File: config.mk
export PLATFORM = sky130hd
export DESIGN_NAME = dsm5_modulator
export DESIGN_NICKNAME = d
export VERILOG_FILES = /design/src/rtl/dsm5_pkg.sv /design/src/rtl/dsm5_step_ctl.sv /design/src/rtl/dsm5_quantizer.sv /design/src/rtl/dsm5_loop_filter.sv /design/src/rtl/dsm5_modulator.sv
export SDC_FILE = /design/constraint.sdc
export NUM_CORES = 1
export LEC_CHECK = 0
export BUFFER_PORTS_ARGS = -buffer_cell sky130_fd_sc_hd__buf_2
export CAP_MARGIN = 30
export CELL_PAD_IN_SITES_DETAIL_PLACEMENT = 1
export CELL_PAD_IN_SITES_GLOBAL_PLACEMENT = 2
export CORE_ASPECT_RATIO = 1.2
export CORE_MARGIN = 4
export CORE_UTILIZATION = 25
export CTS_BUF_LIST = sky130_fd_sc_hd__clkbuf_16
export CTS_CLUSTER_DIAMETER = 80
export CTS_CLUSTER_SIZE = 24
export DETAILED_ROUTE_END_ITERATION = 10
export PLACE_DENSITY = 0.6
export SLEW_MARGIN = 0
export SYNTH_ARGS = -nofsm -noshare
export SYNTH_HDL_FRONTEND = slang
export SYNTH_SLANG_ARGS = --single-unit
export TNS_END_PERCENT = 1
File: constraint.sdc
create_clock -name clk -period 12 [get_ports clk]
set_input_delay 1.8 -clock clk [delete_from_list [all_inputs] [get_ports clk]]
set_output_delay 1.8 -clock clk [all_outputs]
set_load 0.05 [all_outputs]
File: src/rtl/dsm5_pkg.sv
`timescale 1ns/1ps
package dsm5_pkg;
  typedef logic [2:0] lvl_t;
  localparam lvl_t LVL_MID = 3'd2;
  localparam lvl_t LVL_TOP = 3'd4;
  localparam int   NUM_STAGES = 4;
endpackage

File: src/rtl/dsm5_step_ctl.sv
`timescale 1ns/1ps
module dsm5_step_ctl #(
  parameter int HOLD_LO = 4,
  parameter int HOLD_HI = 6
) (
  input  logic clk,
  input  logic rst,
  input  logic in_valid,
  input  logic rate_sel,
  output logic step_o
);
  localparam int CNT_W = $clog2(HOLD_HI + 1);

  logic [CNT_W-1:0] left_q;

  always_ff @(posedge clk) begin
    if (rst) begin
      left_q <= '0;
    end else if (in_valid) begin
      left_q <= rate_sel ? CNT_W'(HOLD_HI) : CNT_W'(HOLD_LO);
    end else if (left_q != '0) begin
      left_q <= left_q - 1'b1;
    end
  end

  assign step_o = (left_q != '0);
endmodule

File: src/rtl/dsm5_quantizer.sv
`timescale 1ns/1ps
module dsm5_quantizer
  import dsm5_pkg::*;
#(
  parameter int Y_W     = 27,
  parameter int FB_W    = 24,
  parameter int STEP_SH = 14
) (
  input  logic signed [Y_W-1:0]  y_i,
  output lvl_t                   lvl_o,
  output logic signed [FB_W-1:0] fb_o
);
  localparam logic signed [Y_W-1:0] TH_NEAR = Y_W'(1) << (STEP_SH - 1);
  localparam logic signed [Y_W-1:0] TH_FAR  = Y_W'(3) << (STEP_SH - 1);

  // mid-tread decision: thresholds at +-0.5 and +-1.5 feedback steps
  function automatic lvl_t pick_level(input logic signed [Y_W-1:0] y);
    if (y >= TH_FAR)        return 3'd4;
    else if (y >= TH_NEAR)  return 3'd3;
    else if (y > -TH_NEAR)  return 3'd2;
    else if (y > -TH_FAR)   return 3'd1;
    else                    return 3'd0;
  endfunction

  // centred feedback value: (code - 2) scaled by one step
  function automatic logic signed [FB_W-1:0] level_to_fb(input lvl_t l);
    logic signed [FB_W-1:0] c;
    c = FB_W'(int'(l) - 2);
    return c <<< STEP_SH;
  endfunction

  assign lvl_o = pick_level(y_i);
  assign fb_o  = level_to_fb(lvl_o);
endmodule

File: src/rtl/dsm5_loop_filter.sv
`timescale 1ns/1ps
module dsm5_loop_filter
  import dsm5_pkg::*;
#(
  parameter int W     = 24,
  parameter int A1_SH = 6,
  parameter int A2_SH = 7,
  parameter int B1_SH = 0,
  parameter int B2_SH = 4,
  parameter int B3_SH = 6,
  parameter int B4_SH = 8
) (
  input  logic                 clk,
  input  logic                 rst,
  input  logic                 step_i,
  input  logic signed [W-1:0]  err_i,
  output logic signed [W+2:0]  y_o,
  output logic                 s1_clamp_o
);
  localparam int XW = W + 2;
  localparam int YW = W + 3;
  localparam int B_SH [NUM_STAGES] = '{B1_SH, B2_SH, B3_SH, B4_SH};

  function automatic logic signed [XW-1:0] ext(input logic signed [W-1:0] a);
    return {{2{a[W-1]}}, a};
  endfunction

  function automatic logic signed [W-1:0] sat_w(input logic signed [XW-1:0] v);
    if (v > $signed({3'b000, {(W-1){1'b1}}}))      return {1'b0, {(W-1){1'b1}}};
    else if (v < $signed({3'b111, {(W-1){1'b0}}})) return {1'b1, {(W-1){1'b0}}};
    else                                           return v[W-1:0];
  endfunction

  logic signed [W-1:0]  st_q [NUM_STAGES];
  logic signed [XW-1:0] inc  [NUM_STAGES];
  logic signed [XW-1:0] raw  [NUM_STAGES];
  logic signed [W-1:0]  nxt  [NUM_STAGES];
  logic signed [W-1:0]  term [NUM_STAGES];

  // stage inputs: error, then cascade with two compensation feedbacks
  always_comb begin
    inc[0] = ext(err_i);
    inc[1] = ext(st_q[0]) - ext(st_q[2] >>> A1_SH);
    inc[2] = ext(st_q[1]) - ext(st_q[3] >>> A2_SH);
    inc[3] = ext(st_q[2]);
  end

  for (genvar k = 0; k < NUM_STAGES; k++) begin : g_stage
    assign raw[k]  = ext(st_q[k]) + inc[k];
    assign nxt[k]  = sat_w(raw[k]);
    assign term[k] = st_q[k] >>> B_SH[k];

    always_ff @(posedge clk) begin
      if (rst)         st_q[k] <= '0;
      else if (step_i) st_q[k] <= nxt[k];
    end
  end

  always_comb begin
    y_o = '0;
    for (int k = 0; k < NUM_STAGES; k++) begin
      y_o = y_o + {{(YW-W){term[k][W-1]}}, term[k]};
    end
  end

  assign s1_clamp_o = step_i && (ext(nxt[0]) != raw[0]);
endmodule

File: src/rtl/dsm5_modulator.sv
`timescale 1ns/1ps
module dsm5_modulator
  import dsm5_pkg::*;
#(
  parameter int DATA_W  = 16,
  parameter int GUARD_W = 8,
  parameter int HOLD_LO = 4,
  parameter int HOLD_HI = 6,
  parameter int A1_SH   = 6,
  parameter int A2_SH   = 7,
  parameter int B1_SH   = 0,
  parameter int B2_SH   = 4,
  parameter int B3_SH   = 6,
  parameter int B4_SH   = 8
) (
  input  logic              clk,
  input  logic              rst,
  input  logic              in_valid,
  input  logic              rate_sel,
  input  logic [DATA_W-1:0] in_data,
  output logic [2:0]        lvl_o,
  output logic              lvl_valid_o
);
  localparam int W       = DATA_W + GUARD_W;
  localparam int STEP_SH = DATA_W - 2;

  logic signed [DATA_W-1:0] x_q;
  logic                     step_w;
  logic                     s1_clamp_w;
  logic signed [W-1:0]      fb_w;
  logic signed [W-1:0]      err_w;
  logic signed [W+2:0]      y_w;
  lvl_t                     pick_w;
  lvl_t                     lvl_q;

  always_ff @(posedge clk) begin
    if (rst)           x_q <= '0;
    else if (in_valid) x_q <= $signed(in_data);
  end

  dsm5_step_ctl #(.HOLD_LO(HOLD_LO), .HOLD_HI(HOLD_HI)) u_step (
    .clk      (clk),
    .rst      (rst),
    .in_valid (in_valid),
    .rate_sel (rate_sel),
    .step_o   (step_w)
  );

  assign err_w = {{GUARD_W{x_q[DATA_W-1]}}, x_q} - fb_w;

  dsm5_loop_filter #(
    .W(W), .A1_SH(A1_SH), .A2_SH(A2_SH),
    .B1_SH(B1_SH), .B2_SH(B2_SH), .B3_SH(B3_SH), .B4_SH(B4_SH)
  ) u_filt (
    .clk        (clk),
    .rst        (rst),
    .step_i     (step_w),
    .err_i      (err_w),
    .y_o        (y_w),
    .s1_clamp_o (s1_clamp_w)
  );

  dsm5_quantizer #(.Y_W(W + 3), .FB_W(W), .STEP_SH(STEP_SH)) u_quant (
    .y_i   (y_w),
    .lvl_o (pick_w),
    .fb_o  (fb_w)
  );

  always_ff @(posedge clk) begin
    if (rst) begin
      lvl_q       <= LVL_MID;
      lvl_valid_o <= 1'b0;
    end else begin
      lvl_valid_o <= step_w;
      if (step_w) lvl_q <= pick_w;
    end
  end

  assign lvl_o = lvl_q;
endmodule

==> After elaboration in Yosys (flattened, before gate mapping) <==
Memory sizes are Yosys's and may differ from the RTL's.
Index checks and enable logic that the tools add are counted.
{ "classes": {"n_addsub": 12, "magnitude_cmp": 12, "mux": 24, "bitwise": 4, "reduce_logical": 2} }
{ "op_table": {"columns": ["cell", "count"], "rows": [
  ["$mux W24", 12],
  ["$gt A26 B24 Y1 const B", 4],
  ["$lt A26 B24 Y1 const B", 4],
  ["$add A24 B25 Y26", 2],
  ["$add A27 B27 Y27", 1],
  ["$ge A27 B15 Y1 const B", 1],
  ["$ge A27 B16 Y1 const B", 1],
  ["$gt A27 B14 Y1 const B", 1],
  ["$gt A27 B16 Y1 const B", 1],
  ["$add A25 B18 Y26", 1],
  ["$add A24 B19 Y25", 1],
  ["$add A24 B20 Y25", 1],
  ["$add A24 B24 Y25", 1],
  ["$sub A24 B17 Y25", 1],
  ["$sub A24 B18 Y25", 1],
  ["$sub A16 B18 Y19", 1],
  ["$mux W3", 5],
  ["$mux W1", 6],
  ["$or A1 B1 Y1", 4],
  ["$sub A3 B2 Y4 const B", 1],
  ["$reduce_bool A3 Y1", 1],
  ["$sub A3 B1 Y3 const B", 1],
  ["$mux W2", 1],
  ["$reduce_bool A2 Y1", 1]
]} }
{ "totals": {"ff_bits": 23, "mem_bits_rw": 96, "in_bits": 20, "word_cells": 59, "mem_count": 1} }
{ "memory_table": {"columns": ["name", "words", "width", "read_ports", "rd_clocked_by_memory_dff", "wr", "line", "text"], "rows": [
  ["u_filt.st_q", 4, 24, 4, 0, 4, "dsm5_loop_filter.sv:34", "logic signed [W-1:0] st_q [NUM_STAGES];"]
]} }

==> Logic depth before layout (Yosys ltp) <==
Gate-level depths: netlist (run 1).
An unclocked memory read counts as a cell.
{ "logic_depth": {"depth_word": 16, "mapped_depth": 40, "mapped_depth_nobuf": 39} }

==> By module <==
A second synthesis (run 1) with hierarchy kept.
{ "unflattened": {"hier_cells": 1659, "area_unflattened_um2": 14699.1} }
{ "by_module_without_submodules": {"columns": ["module", "instances", "cells_per_inst", "area_each_um2"], "rows": [
  ["dsm5_loop_filter", 1, 1328, 12181.7],
  ["dsm5_modulator", 1, 262, 1990.7],
  ["dsm5_quantizer", 1, 50, 350.3],
  ["dsm5_step_ctl", 1, 19, 176.4]
]} }

==> Worst setup path after synthesis (run 1) <==
Ideal clock, no wire load.
{ "synth_path": {"path_kind": "register to register", "from": "memory u_filt.st_q[2][7]", "to": "memory u_filt.st_q[0][14] (data pin)", "setup_ns": 0.270, "t_arrival_ns": 7.821, "required_ns": 11.730, "path_slack_ns": 3.909, "stages_incl_launch_ff": 40, "synth_period_minus_slack_ns": 8.091, "path_cell_list": "edfxtp_1 -> inv_1 -> fa_1 -> inv_1 -> ha_1 -> inv_1 -> fa_1 -> nor2b_1 -> o21a_1 -> o21ai_0 -> a21oi_1 -> nor2_1 -> o2111ai_1 -> nand2_1 -> o31ai_1 -> a21oi_1 -> xnor2_1 -> ha_1 -> (+4 left out) -> a21oi_1 -> nor4b_1 -> o211ai_1 -> nor3_1 -> nand4_1 -> and2_1 -> fa_1 -> inv_1 -> ha_1 -> a21o_1 -> a21o_1 -> a21oi_1 -> a21oi_1 -> nor4b_1 -> nor4b_2 -> o21ai_1 -> clkbuf_1 -> o21ai_0"} }
{ "synth_lines": {"columns": ["item", "line"], "rows": [
  ["start, declared", "dsm5_loop_filter.sv:34"]
]} }

==> flow_summary.ini, run 1 <==
[outcome]
status = complete, no violations

[hold_path]
min_to = lvl_o[2]$_SDFFE_PP0P_
min_path_type = reg -> reg
holdPathStages = 2
worst_hold_startpoint = lvl_o[2]$_SDFFE_PP0P_

[timing]
drv_slew = 0
final_hold_viol_count = 0
fin_worst_skew_ns = 0.0123
relSlewSlack_pct = 29.6
tightestPinTransition_ns = 1.03
setup_viol_count_final = 0
fin_crit_ns = 9.92
fin_tns_setup_ns = 0
fmax_mhz = 101
rsz0062_at_grt = false
finalCritPeriodShare_pct = 82.7

[grt]
grt_usage_pct = 15.9
overflow = 0
grt_max_degree = 62
grt_pass1_vias = 13352
grt_first_pass_wirelength_um = 79200
antenna_found_initial = 0

[floorplanning]
core_um2 = 59500
design.portCount = 24
start_util_pct = 25.2
dieHeight_um = 276
rows = 98
die_w_um = 231
fp.dieArea_um2 = 63900

[routing]
wirelength_um = 50700
first_pass_iters = 4
wire_per_inst_um = 19.8
drt_iter0_drc = 531
vias = 12471
vias_per_cell = 4.87
remaining_drc_errors = 0
ant_nets = 0

[job]
max-cap-violations = 0

[clocking]
root_buffer = clkbuf_16
clock_sinks = 119
h-tree-depth = 4
cts_buffers = 17
clock_latency_ns = 0.46
clk_pin_slew_ns = 0.06
postCtsSetupBuffers = 0
cts_resized = 0
ctsLongestPathBuffers = 2
cts_tree = built
holdBufCountCts = 0

[synthesis]
synth_top_area_share_pct = 19.3
synth_common_cells = inv_1 (277), ha_1 (166), a21oi_1 (141)
yosysTopAreaCell = edfxtp_1
ys_warn_count = 0
ys_seq_elements = 119
synth_area_leaders = edfxtp_1 (19%), ha_1 (14%), fa_1 (11%)
ys.flop_type = edfxtp_1
synth_cells = 1733
async_flop_share_pct = 0
synth.distinct_cells = 84
synth_area_um2 = 15000
yosysMostFrequentCell = inv_1
synthesis.nets = 2004
synth_edf_count = 96
avgSynthCellArea_um2 = 8.64
yosysSeqAreaShare_pct = 22.3

[placement]
numPortBuffers = 23
place_congestion = 0.830
dp_hpwl_um = 41300

[setup_path]
cp_slowest_cell = edfxtp_1
reg2reg_from = u_filt.st_q[0][2]$_SDFFCE_PN0P_
critPathRequiredTime_ns = 12.19
crit_type = reg -> reg
rr_endpoint = u_filt.st_q[0][19]$_SDFFCE_PN0P_
slowest_delay_ns = 0.54
cp_max_fo = 15
worstSetupStartpointType = register
reg2reg_depth = 35
arrival_ns = 10.11
crit_top_cell = a21oi_1
ff2ff_setup_slack_ns = 2.08
endpoint_kind = register

[cells_and_area]
diodes = 0
area_growth_pct = 11.1
post_route_cells_drive_above_1_share_pct = 5.40
nNetsFinal = 2017
## area by class of cell
type	count	area (um2)
Fill cell	6978	42800
Multi-Input combinational cell	1297	10400
Tap cell	800	1000
Timing Repair Buffer	32	188
Sequential cell	119	3340
Inverter	279	1050
Clock inverter	10	71.3
Clock buffer	22	551
## layer usage
metal / track usage [%] / share of wire [%] / vias to the layer above
met3: 1.38 / 0.94 / 39
met4: 4.86 / 2.4 / 0
met5: 0 / 0 / -
met2: 27.6 / 49 / 67
met1: 21.0 / 47 / 6265
li1: - / - / 6100
## placed cells by master, fill, tap and decap left out, drive strengths merged, types with 21 or more instances in the layout
master	count
a21o	100
o21ai	116
ha	166
mux2i	22
nor3	27
xor2	46
nand2b	27
buf	32
clkbuf	22
a211oi	25
inv	283
fa	85
o21bai	21
nand3	32
xnor2	73
dfxtp	23
nand4	21
a21oi	141
edfxtp	96
nor2	102
nand2	76
o21a	22
## worst max-delay path, delay by kind of cell, from the launching register on
kind / cells / cell delay [ns]
DFF: 1 / 0.54
xor gates and xnor gates: 1 / 0.09
buffers and inverters: 2 / 0.36
adders and majority gates: 5 / 2.05
and+or+nand+nor: 7 / 1.73
AOI/OAI and AO/OA: 20 / 4.87
## sequential cells by signal, summed over array words and instances, names as in the netlist
signal	cells
lvl_valid_o	1
x_q	16
u_filt.st_q	96
lvl_o	3
u_step.left_q	3
## worst max-delay path by stage
stage | slack, ns | endpoint | cells after the start | from
after global placement | 2.14 | u_filt.st_q[0][19]$_SDFFCE_PN0P_ | 34 | u_filt.st_q[2][8]$_SDFFCE_PN0P_
after CTS | 2.16 | u_filt.st_q[0][17]$_SDFFCE_PN0P_ | 35 | u_filt.st_q[2][8]$_SDFFCE_PN0P_
after global routing | 1.33 | u_filt.st_q[0][18]$_SDFFCE_PN0P_ | 35 | u_filt.st_q[2][8]$_SDFFCE_PN0P_
after detailed placement | 2.19 | u_filt.st_q[0][17]$_SDFFCE_PN0P_ | 35 | u_filt.st_q[2][8]$_SDFFCE_PN0P_
after floorplan | 3.91 | u_filt.st_q[0][14]$_SDFFCE_PN0P_ | 39 | u_filt.st_q[2][7]$_SDFFCE_PN0P_
final | 2.08 | u_filt.st_q[0][19]$_SDFFCE_PN0P_ | 35 | u_filt.st_q[0][2]$_SDFFCE_PN0P_
## metrics by stage
step | utilization (%) | cells | cell area [um2] | setup slack [ns] | hold WS (ns)
floorplan | - | 1733 | 15000 | 3.91 | 0.460
global route | 28.0 | 2559 | 16600 | 1.33 | 0.498
global placement | 26.9 | 2524 | 16000 | 2.14 | 0.465
finish | 28.0 | 2559 | 16600 | 2.08 | 0.467
CTS | 28.0 | 2558 | 16600 | 2.16 | 0.478
detailed placement | 26.9 | 2526 | 16000 | 2.19 | 0.470
## kinds of logic (layout without fill, tap and decap cells)
logic type	after synthesis	after routing	share of synthesized area, %
AO/OA/AOI/OAI	518	518	22.6
AND/OR/NAND/NOR	386	386	13.2
buffers and inverters	317	343	8.00
adder cells (fa/ha/maj)	251	251	25.2
XOR/XNOR	119	119	7.01
flip-flops	119	119	22.3
multiplexers	23	23	1.55
Power of run 1 is left out: the tool's default activity adds up to more than one toggle a clock period on the data nets, which glitch-free logic cannot reach.
==> run 2, diff against run 1 <==
--- a/config.mk
+++ b/config.mk
@@ -5,6 +5,7 @@
 export SDC_FILE = /design/constraint.sdc
 export NUM_CORES = 1
 export LEC_CHECK = 0
+export ABC_AREA = 1
 export BUFFER_PORTS_ARGS = -buffer_cell sky130_fd_sc_hd__buf_2
 export CAP_MARGIN = 30
 export CELL_PAD_IN_SITES_DETAIL_PLACEMENT = 1
@@ -16,7 +17,7 @@
 export CTS_CLUSTER_DIAMETER = 80
 export CTS_CLUSTER_SIZE = 24
 export DETAILED_ROUTE_END_ITERATION = 10
-export PLACE_DENSITY = 0.6
+export PLACE_DENSITY = 0.63
 export SLEW_MARGIN = 0
 export SYNTH_ARGS = -nofsm -noshare
 export SYNTH_HDL_FRONTEND = slang
==> constraint.sdc (replaced) <==
create_clock -name clk -period 10.3 [get_ports clk]
set_input_delay 1.545 -clock clk [delete_from_list [all_inputs] [get_ports clk]]
set_output_delay 1.545 -clock clk [all_outputs]
set_load 0.05 [all_outputs]
==> run 2 against run 1 <==
Effect of this change: largest cell class unchanged; utilization grew 0.27 points; die area increased by 3.8%; synthesized cell count up 22%; sequential cell count did not move; critical path depth grew 5; clock skew up 0.0032 ns; register-to-register slack got worse by 0.88 ns; area after synthesis increased by 3.9%; sequential share of layout area down 0.75 points; via count is 11% higher.
==> flow_summary.ini, run 2 <==
[synthesis]
synth_edf_count = 96
synth_area_um2 = 15600
yosysSeqAreaShare_pct = 21.5
ys_seq_elements = 119
async_flop_share_pct = 0
synth.distinct_cells = 56
ys_warn_count = 0
yosysTopAreaCell = edfxtp_1
synth_cells = 2116
synthesis.nets = 2387
synth_area_leaders = edfxtp_1 (19%), ha_1 (13%), fa_1 (11%)
synth_common_cells = inv_1 (438), nand2_1 (438), a21oi_1 (178)
ys.flop_type = edfxtp_1
synth_top_area_share_pct = 18.5
avgSynthCellArea_um2 = 7.35

[setup_path]
reg2reg_from = u_filt.st_q[2][7]$_SDFFCE_PN0P_
cp_max_fo = 23
ff2ff_setup_slack_ns = 1.20
reg2reg_depth = 40
crit_top_cell = nand2_1
endpoint_kind = register
critPathRequiredTime_ns = 10.46
rr_endpoint = u_filt.st_q[0][0]$_SDFFCE_PN0P_
cp_slowest_cell = o21ai_4
arrival_ns = 9.26
worstSetupStartpointType = register
slowest_delay_ns = 0.75
crit_type = reg -> reg

[placement]
dp_hpwl_um = 47900
dpl.cell_count = 2933
place_congestion = 0.870
numPortBuffers = 23

[clocking]
holdBufCountCts = 0
postCtsSetupBuffers = 0
root_buffer = clkbuf_16
clk_pin_slew_ns = 0.06
clock_sinks = 119
ctsLongestPathBuffers = 2
cts_buffers = 17
h-tree-depth = 4
cts_tree = built
clock_latency_ns = 0.45
cts_resized = 0

[cells_and_area]
largest_reg_flops = 96
post_route_cells_drive_above_1_share_pct = 6.02
regMostFlops = u_filt.st_q
layout_commonest_cell = nand2_1
area_growth_pct = 11.1
diodes = 0
largestRegisters = u_filt.st_q (96), x_q (16)
layout_common_cells = nand2_1 (438), inv_1 (437), a21oi_1 (178)
nNetsFinal = 2416
stdcell_count = 2966
fillCellCount = 7564

[floorplanning]
rows = 99
core_um2 = 61200
die_w_um = 236
start_util_pct = 25.4
dieHeight_um = 281
design.portCount = 24
fp.dieArea_um2 = 66300

[routing]
vias_per_cell = 4.65
wire_per_inst_um = 18.7
first_pass_iters = 4
remaining_drc_errors = 0
drt_iter0_drc = 480
ant_nets = 0
vias = 13797
wirelength_um = 55500

[timing]
tightestPinTransition_ns = 0.955
fin_crit_ns = 9.10
rsz0062_at_grt = false
fin_worst_skew_ns = 0.0155
setup_viol_count_final = 0
relSlewSlack_pct = 36.2
fin_tns_setup_ns = 0
final_hold_viol_count = 0
fmax_mhz = 110
finalCritPeriodShare_pct = 88.3
drv_slew = 0

[hold_path]
min_to = lvl_o[0]$_SDFFE_PP0P_
min_path_type = reg -> reg
holdPathStages = 2
worst_hold_startpoint = lvl_o[0]$_SDFFE_PP0P_

[grt]
antenna_found_initial = 0
grt_usage_pct = 16.7
grt_first_pass_wirelength_um = 86000
grt_max_degree = 55
overflow = 0
grt_pass1_vias = 15088

[job]
max-cap-violations = 0

[outcome]
status = complete, no violations
==> run 2: routing by layer <==
layer / global-route usage (%) / routed length, um / vias up
li1: - / - / 6895
met1: 19.7 / 23700 / 6732
met2: 32.4 / 29600 / 125
met3: 1.16 / 755 / 45
met4: 5.08 / 1430 / 0
met5: 0 / 0 / -
==> run 2: worst max path at each step <==
stage	from	to	slack (ns)	cells after the start
floorplan	u_filt.st_q[2][7]$_SDFFCE_PN0P_	u_filt.st_q[0][19]$_SDFFCE_PN0P_	3.26	42
global placement	u_filt.st_q[2][7]$_SDFFCE_PN0P_	u_filt.st_q[0][0]$_SDFFCE_PN0P_	1.26	40
detailed placement	u_filt.st_q[2][7]$_SDFFCE_PN0P_	u_filt.st_q[0][0]$_SDFFCE_PN0P_	1.07	40
CTS	u_filt.st_q[2][7]$_SDFFCE_PN0P_	u_filt.st_q[0][17]$_SDFFCE_PN0P_	1.06	40
global route	u_filt.st_q[2][7]$_SDFFCE_PN0P_	u_filt.st_q[0][0]$_SDFFCE_PN0P_	0.36	40
finish	u_filt.st_q[2][7]$_SDFFCE_PN0P_	u_filt.st_q[0][0]$_SDFFCE_PN0P_	1.20	40
==> run 2: logic make-up after synthesis <==
logic type,after synthesis,synth area share (%)
AO/OA/AOI/OAI,393,14.7
XOR/XNOR,127,7.36
adder cells (fa/ha/maj),251,24.3
buffers and inverters,468,11.5
flip-flops,119,21.5
AND/OR/NAND/NOR,758,20.7
==> run 2: layout make-up <==
class                   instances  area [um2]  area share (%)
clock buffers                  17         425            2.46
clock inverters                15         199            1.15
inverters                     446        1680            9.70
multi-input cells            1529       10400            60.4
flip-flops and latches        119        3340            19.3
well taps                     808        1010            5.85
repair buffers                 32         198            1.14
==> run 2: stage by stage <==
step           util, %  instance area (um2)  setup WS [ns]  hold slack, ns
6_report          28.3                17300           1.20           0.459
5_1_grt           28.3                17300          0.357           0.489
4_1_cts           28.2                17300           1.06           0.469
3_5_place_dp      27.2                16600           1.07           0.458
3_3_place_gp      27.2                16600           1.26           0.441
2_1_floorplan        -                15600           3.26           0.429
==> run 2: worst max-delay path, delay by kind of cell (launching register included) <==
kind            cells  cell delay [ns]
xor+xnor            2             0.35
flops               1             0.50
fa+ha+maj           6             2.25
compound gates     10             2.70
simple gates       17             2.45
buf+inv             5             0.52
Power of run 2 is left out for the same reason.
